`src/rtl/sflash_pkg.sv`:
```
package sflash_pkg;
  localparam logic [7:0] OP_READ        = 8'h03;
  localparam logic [7:0] OP_READ_FAST   = 8'h0B;
  localparam logic [7:0] OP_ERASE_SECT  = 8'h20;
  localparam logic [7:0] OP_ERASE_ALL   = 8'h60;
  localparam logic [7:0] OP_PROG_BYTE   = 8'h02;
  localparam logic [7:0] OP_PROG_SEQ    = 8'hAF;
  localparam logic [7:0] OP_STAT_RD     = 8'h05;
  localparam logic [7:0] OP_STAT_UNLOCK = 8'h50;
  localparam logic [7:0] OP_STAT_WR     = 8'h01;
  localparam logic [7:0] OP_WE_SET      = 8'h06;
  localparam logic [7:0] OP_WE_CLR      = 8'h04;
  localparam logic [7:0] OP_ID_RD       = 8'h9F;

  // number of the bus cycle that completes a command (opcode is cycle 1)
  function automatic logic [3:0] last_cycle_no(input logic [7:0] op,
                                               input logic       seq_on,
                                               input logic [3:0] addr_done);
    case (op)
      OP_PROG_BYTE:  return addr_done + 4'd1;
      OP_PROG_SEQ:   return seq_on ? 4'd2 : addr_done + 4'd1;
      OP_ERASE_SECT: return addr_done;
      OP_STAT_WR:    return 4'd2;
      default:       return 4'd1;
    endcase
  endfunction
endpackage

```
`src/rtl/sfl_sync.sv`:
```
module sfl_sync #(
  parameter int STAGES = 2
) (
  input  logic clk,
  input  logic rst,
  input  logic sck,
  input  logic cs_n,
  input  logic mosi,
  output logic sck_rise,
  output logic sck_fall,
  output logic cs_high,
  output logic cs_rise,
  output logic mosi_s
);
  logic [STAGES:0]   sck_p;
  logic [STAGES:0]   cs_p;
  logic [STAGES-1:0] mosi_p;

  always_ff @(posedge clk) begin
    if (rst) begin
      sck_p  <= '0;
      cs_p   <= '1;
      mosi_p <= '0;
    end else begin
      sck_p  <= {sck_p[STAGES-1:0], sck};
      cs_p   <= {cs_p[STAGES-1:0], cs_n};
      mosi_p <= {mosi_p[STAGES-2:0], mosi};
    end
  end

  assign sck_rise = sck_p[STAGES-1] & ~sck_p[STAGES];
  assign sck_fall = ~sck_p[STAGES-1] & sck_p[STAGES];
  assign cs_high  = cs_p[STAGES-1];
  assign cs_rise  = cs_p[STAGES-1] & ~cs_p[STAGES];
  assign mosi_s   = mosi_p[STAGES-1];
endmodule

```
`src/rtl/sfl_rx.sv`:
```
module sfl_rx #(
  parameter int CW = 4
) (
  input  logic          clk,
  input  logic          rst,
  input  logic          sck_rise,
  input  logic          cs_high,
  input  logic          mosi_s,
  output logic [2:0]    bit_cnt,
  output logic [CW-1:0] byte_cnt,
  output logic          byte_done,
  output logic [7:0]    rx_byte
);
  logic [6:0] sh;

  always_ff @(posedge clk) begin
    if (rst || cs_high) begin
      bit_cnt   <= '0;
      byte_cnt  <= '0;
      byte_done <= 1'b0;
      sh        <= '0;
      rx_byte   <= '0;
    end else begin
      byte_done <= 1'b0;
      if (sck_rise) begin
        sh      <= {sh[5:0], mosi_s};
        bit_cnt <= bit_cnt + 3'd1;
        if (bit_cnt == 3'd7) begin
          byte_done <= 1'b1;
          rx_byte   <= {sh, mosi_s};
          if (byte_cnt != '1) byte_cnt <= byte_cnt + 1'b1;
        end
      end
    end
  end

  // a finished bus cycle always lands on a cycle boundary
  AST_DONE_ON_BOUNDARY: assert property (@(posedge clk) disable iff (rst)
    byte_done |-> (bit_cnt == 3'd0 && byte_cnt != '0));
endmodule

```
`src/rtl/sfl_tx.sv`:
```
module sfl_tx (
  input  logic       clk,
  input  logic       rst,
  input  logic       sck_fall,
  input  logic       cs_high,
  input  logic       at_boundary,
  input  logic       load_en,
  input  logic [7:0] load_byte,
  output logic       miso,
  output logic       miso_oe
);
  logic [7:0] sh;
  logic       oe_q;

  always_ff @(posedge clk) begin
    if (rst) begin
      sh   <= '0;
      oe_q <= 1'b0;
    end else if (cs_high) begin
      oe_q <= 1'b0;
    end else if (sck_fall) begin
      if (at_boundary) begin
        oe_q <= load_en;
        sh   <= load_en ? load_byte : 8'h00;
      end else begin
        sh <= {sh[6:0], 1'b0};
      end
    end
  end

  assign miso    = sh[7];
  assign miso_oe = oe_q;

  AST_TX_HOLD: assert property (@(posedge clk) disable iff (rst)
    !sck_fall |=> $stable(sh));
  AST_OE_IDLE: assert property (@(posedge clk) disable iff (rst)
    cs_high |=> !miso_oe);
endmodule

```
`src/rtl/sflash_cmd_front.sv`:
```
module sflash_cmd_front #(
  parameter int         ADDR_BYTES  = 3,
  parameter int         SYNC_STAGES = 2,
  parameter int         SECTOR_LSB  = 12,
  parameter logic [7:0] ID_MFR      = 8'h8C,
  parameter logic [7:0] ID_TYPE     = 8'h8C,
  parameter logic [7:0] ID_CAP      = 8'h8C
) (
  input  logic                    clk,
  input  logic                    rst,
  input  logic                    sck,
  input  logic                    cs_n,
  input  logic                    mosi,
  output logic                    miso,
  output logic                    miso_oe,
  input  logic                    busy,
  output logic                    rd_req,
  output logic [8*ADDR_BYTES-1:0] rd_addr,
  input  logic [7:0]              rd_data,
  output logic                    prog_req,
  output logic                    serase_req,
  output logic                    cerase_req,
  output logic                    wrsr_req,
  output logic [8*ADDR_BYTES-1:0] wr_addr,
  output logic [7:0]              wr_data
);
  import sflash_pkg::*;

  localparam int       AW        = 8 * ADDR_BYTES;
  localparam int       CW        = 4;
  localparam logic [CW-1:0] ADDR_DONE = CW'(ADDR_BYTES + 1);
  localparam logic [AW-1:0] SECT_MASK = {{(AW-SECTOR_LSB){1'b1}}, {SECTOR_LSB{1'b0}}};

  logic          sck_rise, sck_fall, cs_high, cs_rise, mosi_s;
  logic [2:0]    bit_cnt;
  logic [CW-1:0] byte_cnt;
  logic          byte_done;
  logic [7:0]    rx_byte;

  sfl_sync #(.STAGES(SYNC_STAGES)) u_sync (
    .clk(clk), .rst(rst), .sck(sck), .cs_n(cs_n), .mosi(mosi),
    .sck_rise(sck_rise), .sck_fall(sck_fall), .cs_high(cs_high),
    .cs_rise(cs_rise), .mosi_s(mosi_s));

  sfl_rx #(.CW(CW)) u_rx (
    .clk(clk), .rst(rst), .sck_rise(sck_rise), .cs_high(cs_high),
    .mosi_s(mosi_s), .bit_cnt(bit_cnt), .byte_cnt(byte_cnt),
    .byte_done(byte_done), .rx_byte(rx_byte));

  logic [7:0]    op_q, data_q;
  logic [5:0]    sr_q;
  logic [AW-1:0] addr_q, rd_ptr, seq_ptr;
  logic          we_q, arm_q, seq_on;
  logic [1:0]    id_sel;

  logic [AW-1:0] full_addr, next_rd;
  logic [CW-1:0] final_no, data_start;
  logic          is_read, complete;
  logic          load_en;
  logic [7:0]    load_byte, status_byte, id_byte;

  always_comb begin
    full_addr   = {addr_q[AW-9:0], rx_byte};
    next_rd     = (byte_cnt == ADDR_DONE) ? full_addr : rd_ptr;
    final_no    = last_cycle_no(op_q, seq_on, ADDR_DONE);
    is_read     = (op_q == OP_READ) || (op_q == OP_READ_FAST);
    data_start  = (op_q == OP_READ) ? ADDR_DONE : ADDR_DONE + 1'b1;
    complete    = cs_rise && (bit_cnt == 3'd0) && (byte_cnt != '0) && (byte_cnt >= final_no);
    status_byte = {sr_q, we_q, busy};
    case (id_sel)
      2'd0:    id_byte = ID_MFR;
      2'd1:    id_byte = ID_TYPE;
      default: id_byte = ID_CAP;
    endcase
    load_en   = 1'b0;
    load_byte = 8'h00;
    if (byte_cnt != '0) begin
      case (op_q)
        OP_READ, OP_READ_FAST: if (byte_cnt >= data_start) begin
          load_en = 1'b1; load_byte = rd_data;
        end
        OP_STAT_RD: begin load_en = 1'b1; load_byte = status_byte; end
        OP_ID_RD:   begin load_en = 1'b1; load_byte = id_byte; end
        default: ;
      endcase
    end
  end

  sfl_tx u_tx (
    .clk(clk), .rst(rst), .sck_fall(sck_fall), .cs_high(cs_high),
    .at_boundary(bit_cnt == 3'd0), .load_en(load_en), .load_byte(load_byte),
    .miso(miso), .miso_oe(miso_oe));

  always_ff @(posedge clk) begin
    if (rst) begin
      op_q <= '0; data_q <= '0; sr_q <= '0;
      addr_q <= '0; rd_ptr <= '0; seq_ptr <= '0;
      we_q <= 1'b0; arm_q <= 1'b0; seq_on <= 1'b0; id_sel <= '0;
      rd_req <= 1'b0; rd_addr <= '0;
      prog_req <= 1'b0; serase_req <= 1'b0; cerase_req <= 1'b0; wrsr_req <= 1'b0;
      wr_addr <= '0; wr_data <= '0;
    end else begin
      rd_req     <= 1'b0;
      prog_req   <= 1'b0;
      serase_req <= 1'b0;
      cerase_req <= 1'b0;
      wrsr_req   <= 1'b0;

      if (sck_fall && !cs_high && bit_cnt == 3'd0 && load_en && op_q == OP_ID_RD)
        id_sel <= (id_sel == 2'd2) ? 2'd0 : id_sel + 2'd1;

      if (byte_done) begin
        if (byte_cnt == CW'(1)) begin
          op_q   <= rx_byte;
          id_sel <= '0;
        end
        if (byte_cnt >= CW'(2) && byte_cnt <= ADDR_DONE) addr_q <= full_addr;
        if (byte_cnt >= CW'(2) && byte_cnt == final_no) data_q <= rx_byte;
        if (is_read && byte_cnt > CW'(1)) begin
          if (byte_cnt >= data_start) begin
            rd_req  <= 1'b1;
            rd_addr <= next_rd;
            rd_ptr  <= next_rd + 1'b1;
          end else if (byte_cnt == ADDR_DONE) begin
            rd_ptr <= full_addr;
          end
        end
      end

      if (complete) begin
        arm_q <= 1'b0;
        case (op_q)
          OP_WE_SET:      begin we_q <= 1'b1; arm_q <= 1'b1; end
          OP_STAT_UNLOCK: arm_q <= 1'b1;
          OP_WE_CLR:      begin we_q <= 1'b0; seq_on <= 1'b0; end
          OP_STAT_WR: if (arm_q) begin
            sr_q     <= data_q[7:2];
            wr_data  <= data_q;
            wrsr_req <= 1'b1;
            we_q     <= 1'b0;
          end
          OP_PROG_BYTE: if (we_q) begin
            prog_req <= 1'b1; wr_addr <= addr_q; wr_data <= data_q; we_q <= 1'b0;
          end
          OP_PROG_SEQ: if (we_q) begin
            prog_req <= 1'b1;
            wr_data  <= data_q;
            if (seq_on) begin
              wr_addr <= seq_ptr;
              seq_ptr <= seq_ptr + 1'b1;
            end else begin
              wr_addr <= addr_q;
              seq_ptr <= addr_q + 1'b1;
              seq_on  <= 1'b1;
            end
          end
          OP_ERASE_SECT: if (we_q) begin
            serase_req <= 1'b1; wr_addr <= addr_q & SECT_MASK; we_q <= 1'b0;
          end
          OP_ERASE_ALL: if (we_q) begin
            cerase_req <= 1'b1; we_q <= 1'b0;
          end
          default: ;
        endcase
      end
    end
  end

  AST_ONE_STROBE: assert property (@(posedge clk) disable iff (rst)
    $onehot0({rd_req, prog_req, serase_req, cerase_req, wrsr_req}));
  AST_WRITE_NEEDS_LATCH: assert property (@(posedge clk) disable iff (rst)
    (prog_req || serase_req || cerase_req) |-> $past(we_q));
  AST_LATCH_CONSUMED: assert property (@(posedge clk) disable iff (rst)
    (serase_req || cerase_req || wrsr_req) |-> !we_q);
  AST_STROBE_AT_END: assert property (@(posedge clk) disable iff (rst)
    (prog_req || serase_req || cerase_req || wrsr_req) |-> $past(cs_rise));
endmodule

```
`config.mk`:
```
export PLATFORM = sky130hd
export DESIGN_NAME = sflash_cmd_front
export DESIGN_NICKNAME = d
export VERILOG_FILES = /design/src/rtl/sflash_pkg.sv /design/src/rtl/sfl_sync.sv /design/src/rtl/sfl_rx.sv /design/src/rtl/sfl_tx.sv /design/src/rtl/sflash_cmd_front.sv
export SDC_FILE = /design/constraint.sdc
export NUM_CORES = 1
export LEC_CHECK = 0
export BUFFER_PORTS_ARGS = -buffer_cell sky130_fd_sc_hd__buf_2
export CAP_MARGIN = 20
export CORE_UTILIZATION = 55
export CTS_CLUSTER_SIZE = 10
export DETAILED_ROUTE_END_ITERATION = 8
export PLACE_DENSITY = 0.77
export SETUP_SLACK_MARGIN = 0.15
export SLEW_MARGIN = 10
export SYNTH_ARGS = -nofsm -noshare
export SYNTH_HDL_FRONTEND = slang
export SYNTH_SLANG_ARGS = --single-unit
```
`constraint.sdc`:
```
create_clock -name clk -period 3.6 [get_ports clk]
set_input_delay 0.72 -clock clk [delete_from_list [all_inputs] [get_ports clk]]
set_output_delay 0.72 -clock clk [all_outputs]
set_load 0.01 [all_outputs]
```
==> results by group, run 1 <==
Worst setup path
  • CP max FO: 19
  • Startpoint types: flop
  • Critical path arrival: 3650 ps
  • Crit path capture type: flop
  • Kind of critical path: flop to flop
  • Critical Path Slowest Stage Cell: or4_4
  • CP most frequent cell: buf_4
  • Kind of cell adding the most delay to the critical path: simple AND/OR/NAND/NOR gates
  • Worst path buffer plus inverter count: 3
  • CP Data Required Time: 3920 ps
  • Cell-by-cell trace of the critical path: or4_4 -> buf_4 -> nor4b_4 -> nor3_1 -> ha_1 -> a211oi_1 -> o21ai_2 -> nand4_1 -> buf_12 -> nor2_1 -> buf_4 -> a22oi_1 -> a21oi_1
  • Max stage delay on crit path: 560 ps

Place
  • Placer's final routability congestion estimate: 0.871
  • PortBufs: 76
  • HPWL after detailed placement: 16.8 mm

Final layout
  • Final net count: 1292
  • Fill cells: 1532
  • Layout cells sized above 1: 16.4%
  • Layout area overhead: 14.3%
  • Number of antenna diodes: 0

Clock tree
  • H-tree depth: 4
  • Reg clk slew, reported paths: 70 ps
  • CTS tree: built
  • Cts bufs inserted: 17
  • CTS root buf: clkbuf_16
  • Worst-Skew Late Latency: 450 ps
  • CTS Buffer Depth: 2
  • TritonCTS sink count: 198

Timing
  • Period utilisation layout: 92.7%
  • Hold Slack: 439 ps
  • Max-slew violations: 0
  • Worst Clk Skew: 8.49 ps
  • RSZ-0062 raised after global routing: yes
  • Tmin final: 3340 ps
  • Worst slew margin: 38.8%
  • Peak Freq: 0.300 GHz
  • TNS Setup: 0 ps
  • Final hold vios: 0
  • Slew @ Worst Pin: 916 ps
  • Final setup vio count: 0

Global route
  • Largest net degree at the start of global routing: 100
  • All-layer global routing usage: 27.2%
  • Grt ovf: 0
  • Initial antenna violation count: 0
  • First-pass GRT wire length: 40.2 mm
  • Vias in the first global route: 7956

Die
  • Core box area: 17900 um^2
  • Die width: 137 um
  • Initial Util: 56.0%
  • Rows: 49
  • Die Span Y: 137 um
  • # IOs: 77
  • Full die area: 18800 um^2

Drt
  • Per-cell routed wire length: 16.8 um
  • Vias per cell: 6.01
  • Routed WL: 25.3 mm
  • 1st-iter DRT viols: 999
  • Via count: 9046
  • # DRC: 0
  • Drt pass-1 iters: 5
  • Remaining antenna violation count: 0

Logic synthesis
  • Syn Area/Cell: 8.29 um^2
  • Main synth FF type: dfxtp_1
  • Syn Std Cell Area: 10000 um^2
  • EDFF count, synth: 0
  • Yosys reg bits: 198
  • Post-synthesis sequential area ratio: 39.5%
  • Ys Warns: 0
  • Count of cell types in the netlist: 78
  • Post-synth ARST share: 0%
  • Post-Synthesis Cells: 1210
  • Mapped Nets: 1238

Power
  • Peak supply drop: 0.000357 V
  • Power Density: 365 nW/um^2
  • Static leakage: 0.00394 uW

Status
  • Status: completed

Hold path
  • Min-delay worst type: flop to flop

Job
  • Max Cap Viol: 0
==> power breakdown <==
group	total, uW	switching [uW]	internal [uW]
registers	2210	10.8	2200
clock network	1880	877	1000
logic	87.4	57.7	29.7
==> through the flow <==
step,instance area (um^2),total power [uW],utilization (%),worst slack [ps],cells
6_report,11500,4180,64.0,263,1506
5_1_grt,11500,4300,64.0,61.7,1506
4_1_cts,11300,4200,63.4,145,1502
3_5_place_dp,10800,2350,60.1,65.3,1470
3_3_place_gp,10800,2350,60.1,136,1470
2_1_floorplan,10000,2320,-,152,1210
==> cells in the final DEF (no fill, tap or decap), types with 7 or more instances in the layout <==
master and n:
nor3_1 30, and2_1 12, inv_1 12, buf_2 75, nand4_1 19, nand3_1 49
mux2i_1 94, nand2b_1 8, nand3b_1 10, xnor2_1 11, dfxtp_1 198, o211ai_1 13
mux2_2 11, a21oi_1 75, xor2_1 10, a211oi_1 46, nand2_1 129, nor2_1 143
a31oi_1 21, or2_2 7, buf_4 50, nor2b_1 24, clkbuf_16 18, ha_1 14
o21ai_0 49, a22oi_1 8
==> final cells by class <==
type	count	area [um^2]	area share, %
Tap cell	229	287	2.50
Multi-Input combinational cell	906	5750	50.2
Inverter	12	45.0	0.393
Timing Repair Buffer	129	836	7.29
Sequential cell	198	3960	34.6
Clock buffer	20	457	3.98
Clock inverter	12	120	1.05
==> state kept, by name, indices dropped and copies added, names as in the netlist, 2 cells and up <==
signal,count
addr_q,24
data_q,8
op_q,8
rd_addr,24
rd_ptr,24
seq_ptr,24
sr_q,6
u_rx.bit_cnt,3
u_rx.byte_cnt,4
u_rx.rx_byte,8
u_rx.sh,7
u_sync.cs_p,3
u_sync.mosi_p,2
u_sync.sck_p,3
u_tx.sh,8
wr_addr,24
wr_data,8
==> Yosys cell counts (6+ instances only) <==
master      n  area share [%]
a31oi_1    21             1.3
nor3_1     30             1.5
o211ai_1   13            0.97
dfxtp_1   198              40
nor2_1    144             5.4
nor2b_1    24             1.5
a221oi_1    6            0.52
buf_2      16            0.80
mux2_2     11             1.2
mux2i_1    94             9.4
o21ai_0    50             2.5
a22oi_1     8            0.60
buf_1       9            0.34
nand2_1   130             4.9
and2_1     12            0.75
clkbuf_1   68             2.5
nand3b_1   10            0.75
or2_2       7            0.44
inv_1      12            0.45
xnor2_1    11            0.96
xor2_1     10            0.87
nand3_1    50             2.5
a21oi_1    76             3.8
and3_1      7            0.44
a211oi_1   46             3.4
nand4_1    19             1.2
nand2b_1    8            0.50
nand4b_1    6            0.52
ha_1       14             1.7
==> timing repair <==
action,CTS,global route
gates resized for setup,4,16
cloned,0,1
pin swaps,0,3
endpoints found under the setup margin,31,94
buffers inserted,0,3
hold buffers,0,0
==> cell families after synthesis <==
kind of cell    Yosys count  synth area share (%)
compound gates          282                  18.5
xor+xnor                 21                  1.83
fa+ha+maj                14                  1.75
buf+inv                 106                  4.20
flops                   198                  39.5
mux                     106                  10.7
simple gates            483                  23.5
==> path summary, 6_finish.rpt <==
path	cells after the start	from	slack, ps	to
min reg2reg	1	u_sync.cs_p[0]	440	u_sync.cs_p[1]
max reg2reg	13	op_q[5]	260	seq_ptr[18]
min	1	u_sync.cs_p[0]	440	u_sync.cs_p[1]
max	13	op_q[5]	260	seq_ptr[18]
==> worst register-to-register path, stage by stage, from the launching register on <==
cell and delay, ps:
dfxtp_1 350, or4_4 560, buf_4 180, nor4b_4 270, nor3_1 80, ha_1 320, a211oi_1 370, o21ai_2 150
nand4_1 190, buf_12 180, nor2_1 80, buf_4 180, a22oi_1 190, a21oi_1 90
==> metal layers <==
layer | wire, um | global-route usage, % | vias to the layer above
met5 | 0 | 0 | -
met1 | 11300 | 36.2 | 4209
met2 | 11800 | 43.6 | 327
met3 | 1560 | 4.22 | 50
li1 | - | - | 4460
met4 | 670 | 11.6 | 0
Note: power is estimated with default switching activity, not from simulation.
==> run 2: changes to the inputs <==
--- a/config.mk
+++ b/config.mk
@@ -7,12 +7,15 @@
 export LEC_CHECK = 0
 export BUFFER_PORTS_ARGS = -buffer_cell sky130_fd_sc_hd__buf_2
 export CAP_MARGIN = 20
+export CORE_MARGIN = 3
 export CORE_UTILIZATION = 55
 export CTS_CLUSTER_SIZE = 10
 export DETAILED_ROUTE_END_ITERATION = 8
+export HOLD_SLACK_MARGIN = 0.06
 export PLACE_DENSITY = 0.77
 export SETUP_SLACK_MARGIN = 0.15
 export SLEW_MARGIN = 10
 export SYNTH_ARGS = -nofsm -noshare
 export SYNTH_HDL_FRONTEND = slang
+export SYNTH_HIERARCHICAL = 1
 export SYNTH_SLANG_ARGS = --single-unit
==> run 2 against run 1 <==
Net effect:
- clock power hardly changed
- sequential power hardly changed
- critical endpoint is now rd_ptr[16]
- combinational power is 29% lower
- synthesized cell count is 2.6% lower
- final area is 1.1% lower
- first-iteration DRC count is 14% lower
- critical path type unchanged
==> results by group, run 2 <==
Logic synthesis
  • Syn Area/Cell: 8.50 um^2 (+2.5%)
  • Most common cell in the synthesized netlist: dfxtp_1
  • Main synth FF type: dfxtp_1
  • EDFF count, synth: 0 (unchanged)
  • Top cells by area, synth: dfxtp_1, mux2i_1, nor2_1
  • Yosys reg bits: 198 (unchanged)
  • Mapped Nets: 1203 (-2.8%)
  • Post-synth ARST share: 0% (unchanged)
  • Count of cell types in the netlist: 84 (+7.7%)
  • Ys Warns: 6 (+6)
  • Syn Std Cell Area: 10000 um^2 (-0.11%)
  • Post-synthesis sequential area ratio: 39.6% (+0.044 points)
  • Top cells by instance count after synthesis: dfxtp_1, nor2_1, mux2i_1
  • Yosys top cell by area: dfxtp_1
  • Post-Synthesis Cells: 1179 (-2.6%)
  • Yosys top cell area share: 39.6% (+0.044 points)

Clock tree
  • CTS tree: built
  • CTS Buffer Depth: 2 (unchanged)
  • CTS root buf: clkbuf_16
  • Worst-Skew Late Latency: 440 ps (about the same)
  • Cts bufs inserted: 17 (unchanged)
  • Reg clk slew, reported paths: 70 ps (about the same)
  • Post-CTS Hold Buffers: 0 (unchanged)
  • TritonCTS sink count: 198 (unchanged)
  • H-tree depth: 4 (unchanged)

Final layout
  • Final non-filler cell total: 1473 (-2.2%)
  • Most frequent cells in the layout: dfxtp_1, nor2_1, mux2i_1
  • Number of antenna diodes: 0 (unchanged)
  • Layout cells sized above 1: 16.8% (+0.46 points)
  • Commonest non-fill, non-tap cell in the layout: dfxtp_1
  • Final net count: 1259 (-2.6%)
  • Layout area overhead: 13.1%
  • Fill cells: 1499 (-2.2%)
  • Register area: 3970 um^2 (about the same)
  • Final non-filler cell area: 11300 um^2 (-1.1%)
  • Multi-input logic area: 5690 um^2 (-1.2%)

Worst setup path
  • Cell-by-cell trace of the critical path: or4b_4 -> or4_1 -> ha_1 -> or4b_2 -> nand2_1 -> a2111oi_4 -> nand3_2 -> nor4b_1 -> a311o_1
  • FF-to-FF path depth: 9 (-4)
  • FF-to-FF End: rd_ptr[16]
  • Worst path buffer plus inverter count: 0 (-3)
  • CP max FO: 8 (-11)
  • CP Data Required Time: 3930 ps (about the same)
  • Max stage delay on crit path: 620 ps (+60 ps)
  • Startpoint types: flop
  • Kind of cell adding the most delay to the critical path: simple AND/OR/NAND/NOR gates
  • Kind of critical path: flop to flop
  • R2R Path Start: op_q[4]
  • FF-to-FF setup slack: 290 ps (+30 ps)
  • Critical Path Slowest Stage Cell: a2111oi_4
  • Crit path capture type: flop
  • Critical path arrival: 3640 ps (about the same)

Global route
  • Grt ovf: 0 (unchanged)
  • Initial antenna violation count: 0 (unchanged)
  • All-layer global routing usage: 25.8% (-1.4 points)
  • First-pass GRT wire length: 42.2 mm (+4.9%)
  • Vias in the first global route: 8240 (+3.6%)
  • Largest net degree at the start of global routing: 63 (-37%)

Die
  • Rows: 48 (-2.0%)
  • Initial Util: 57.1% (+1.1 points)
  • # IOs: 77 (unchanged)
  • Die width: 141 um (+2.9%)
  • Full die area: 19900 um^2 (+5.8%)
  • Core box area: 17500 um^2 (-2.0%)
  • Die Span Y: 141 um (+2.9%)

Timing
  • Final setup vio count: 0 (unchanged)
  • RSZ-0062 raised after global routing: no
  • Worst Clk Skew: 10.9 ps (+2.42 ps)
  • Period utilisation layout: 91.8% (-0.87 points)
  • Worst setup margin: 294 ps (+31.3 ps)
  • Peak Freq: 0.303 GHz (+0.95%)
  • Final hold vios: 0 (unchanged)
  • Worst slew margin: 35.0% (-3.7 points)
  • TNS Setup: 0 ps (unchanged)
  • Slew @ Worst Pin: 973 ps (+57.1 ps)
  • Max-slew violations: 0 (unchanged)
  • Tmin final: 3310 ps (-31.3 ps)

Hold path
  • Min-Delay Path Depth: 1 (unchanged)
  • Min-delay worst type: flop to flop
  • Hold Path End: u_sync/cs_p[1]
  • Min-Delay Startpoint: u_sync/cs_p[0]

Drt
  • Drt pass-1 iters: 5 (unchanged)
  • Remaining antenna violation count: 0 (unchanged)
  • 1st-iter DRT viols: 864 (-14%)
  • Routed WL: 26.0 mm (+2.9%)
  • # DRC: 0 (unchanged)
  • Vias per cell: 6.12 (+1.9%)
  • Per-cell routed wire length: 17.7 um (+5.2%)
  • Via count: 9014 (-0.35%)

Status
  • Status: completed

Place
  • Pre-CTS setup slack: 218 ps (+153 ps)
  • Placer's final routability congestion estimate: 0.923 (+6.0%)
  • PortBufs: 76 (unchanged)
  • Dpl cells: 1439 (-2.1%)
  • Post-place instance area: 10700 um^2 (-0.28%)
  • HPWL after detailed placement: 17.6 mm (+4.7%)

Job
  • Max Cap Viol: 0 (unchanged)

Power
  • Tot Pwr: 4150 uW (-0.61%)
  • Power Density: 366 nW/um^2 (+0.50%)
  • Peak supply drop: 0.000358 V (+0.18%)
  • Static leakage: 0.00413 uW (+4.7%)
[run 2: changes by cell type in the layout (fill, tap and decap cells not counted), moves of 14 or more]
cell     change
a22oi_1     +14
nor2_1      +18
a21oi_1     -14
nand2_1     -26
mux2i_1     +19
o21ai_0     -15
[run 2: cell type report]
class / instances / share of cell area [%]
Clock buffer: 19 / 3.91
Clock inverter: 13 / 1.23
Inverter: 10 / 0.331
Multi-Input combinational cell: 882 / 50.2
Sequential cell: 198 / 35.0
Tap cell: 225 / 2.48
Timing Repair Buffer: 126 / 6.91
[run 2: worst max path at each step]
stage                           startpoint     endpoint  cells after the start
final                              op_q[4]   rd_ptr[16]                      9
after global routing               op_q[6]  wr_addr[12]                     15
after CTS                          op_q[0]   u_tx/sh[0]                     10
after global placement             op_q[4]   u_tx/sh[0]                     10
after floorplan           u_rx/byte_cnt[2]   rd_ptr[16]                     14
after detailed placement           op_q[0]   u_tx/sh[0]                     10
[run 2: logic make-up after synthesis]
| kind of cell | synth area share [%] |
|---|---|
| compound gates | 18.3 |
| flops | 39.6 |
| mux | 12.2 |
| xor+xnor | 0.787 |
| buf+inv | 4.39 |
| fa+ha+maj | 1.25 |
| simple gates | 23.5 |
[run 2: power breakdown]
part	switching (uW)	internal, uW
registers	2.59	2190
clock network	899	997
logic	45.8	16.3
total	947	3210
[run 2: repair_timing]
action | in CTS | in global routing
setup buffers | 0 | 1
resized for setup | 0 | 7
endpoints found under the setup margin | 0 | 82
[run 2: metrics by stage]
stage,hold slack [ps],utilization (%)
3_3_place_gp,386,61.1
4_1_cts,412,64.4
3_5_place_dp,396,61.1
2_1_floorplan,383,-
5_1_grt,431,64.6
6_report,409,64.6
[run 2: routing by layer]
layer  up-vias  share of wire [%]  track usage (%)
met1      4247                 46             36.3
met4         0                1.7             7.65
met3        32                6.2             4.99
met5         -                  0                0
met2       329                 46             40.6
li1       4406                  -                -
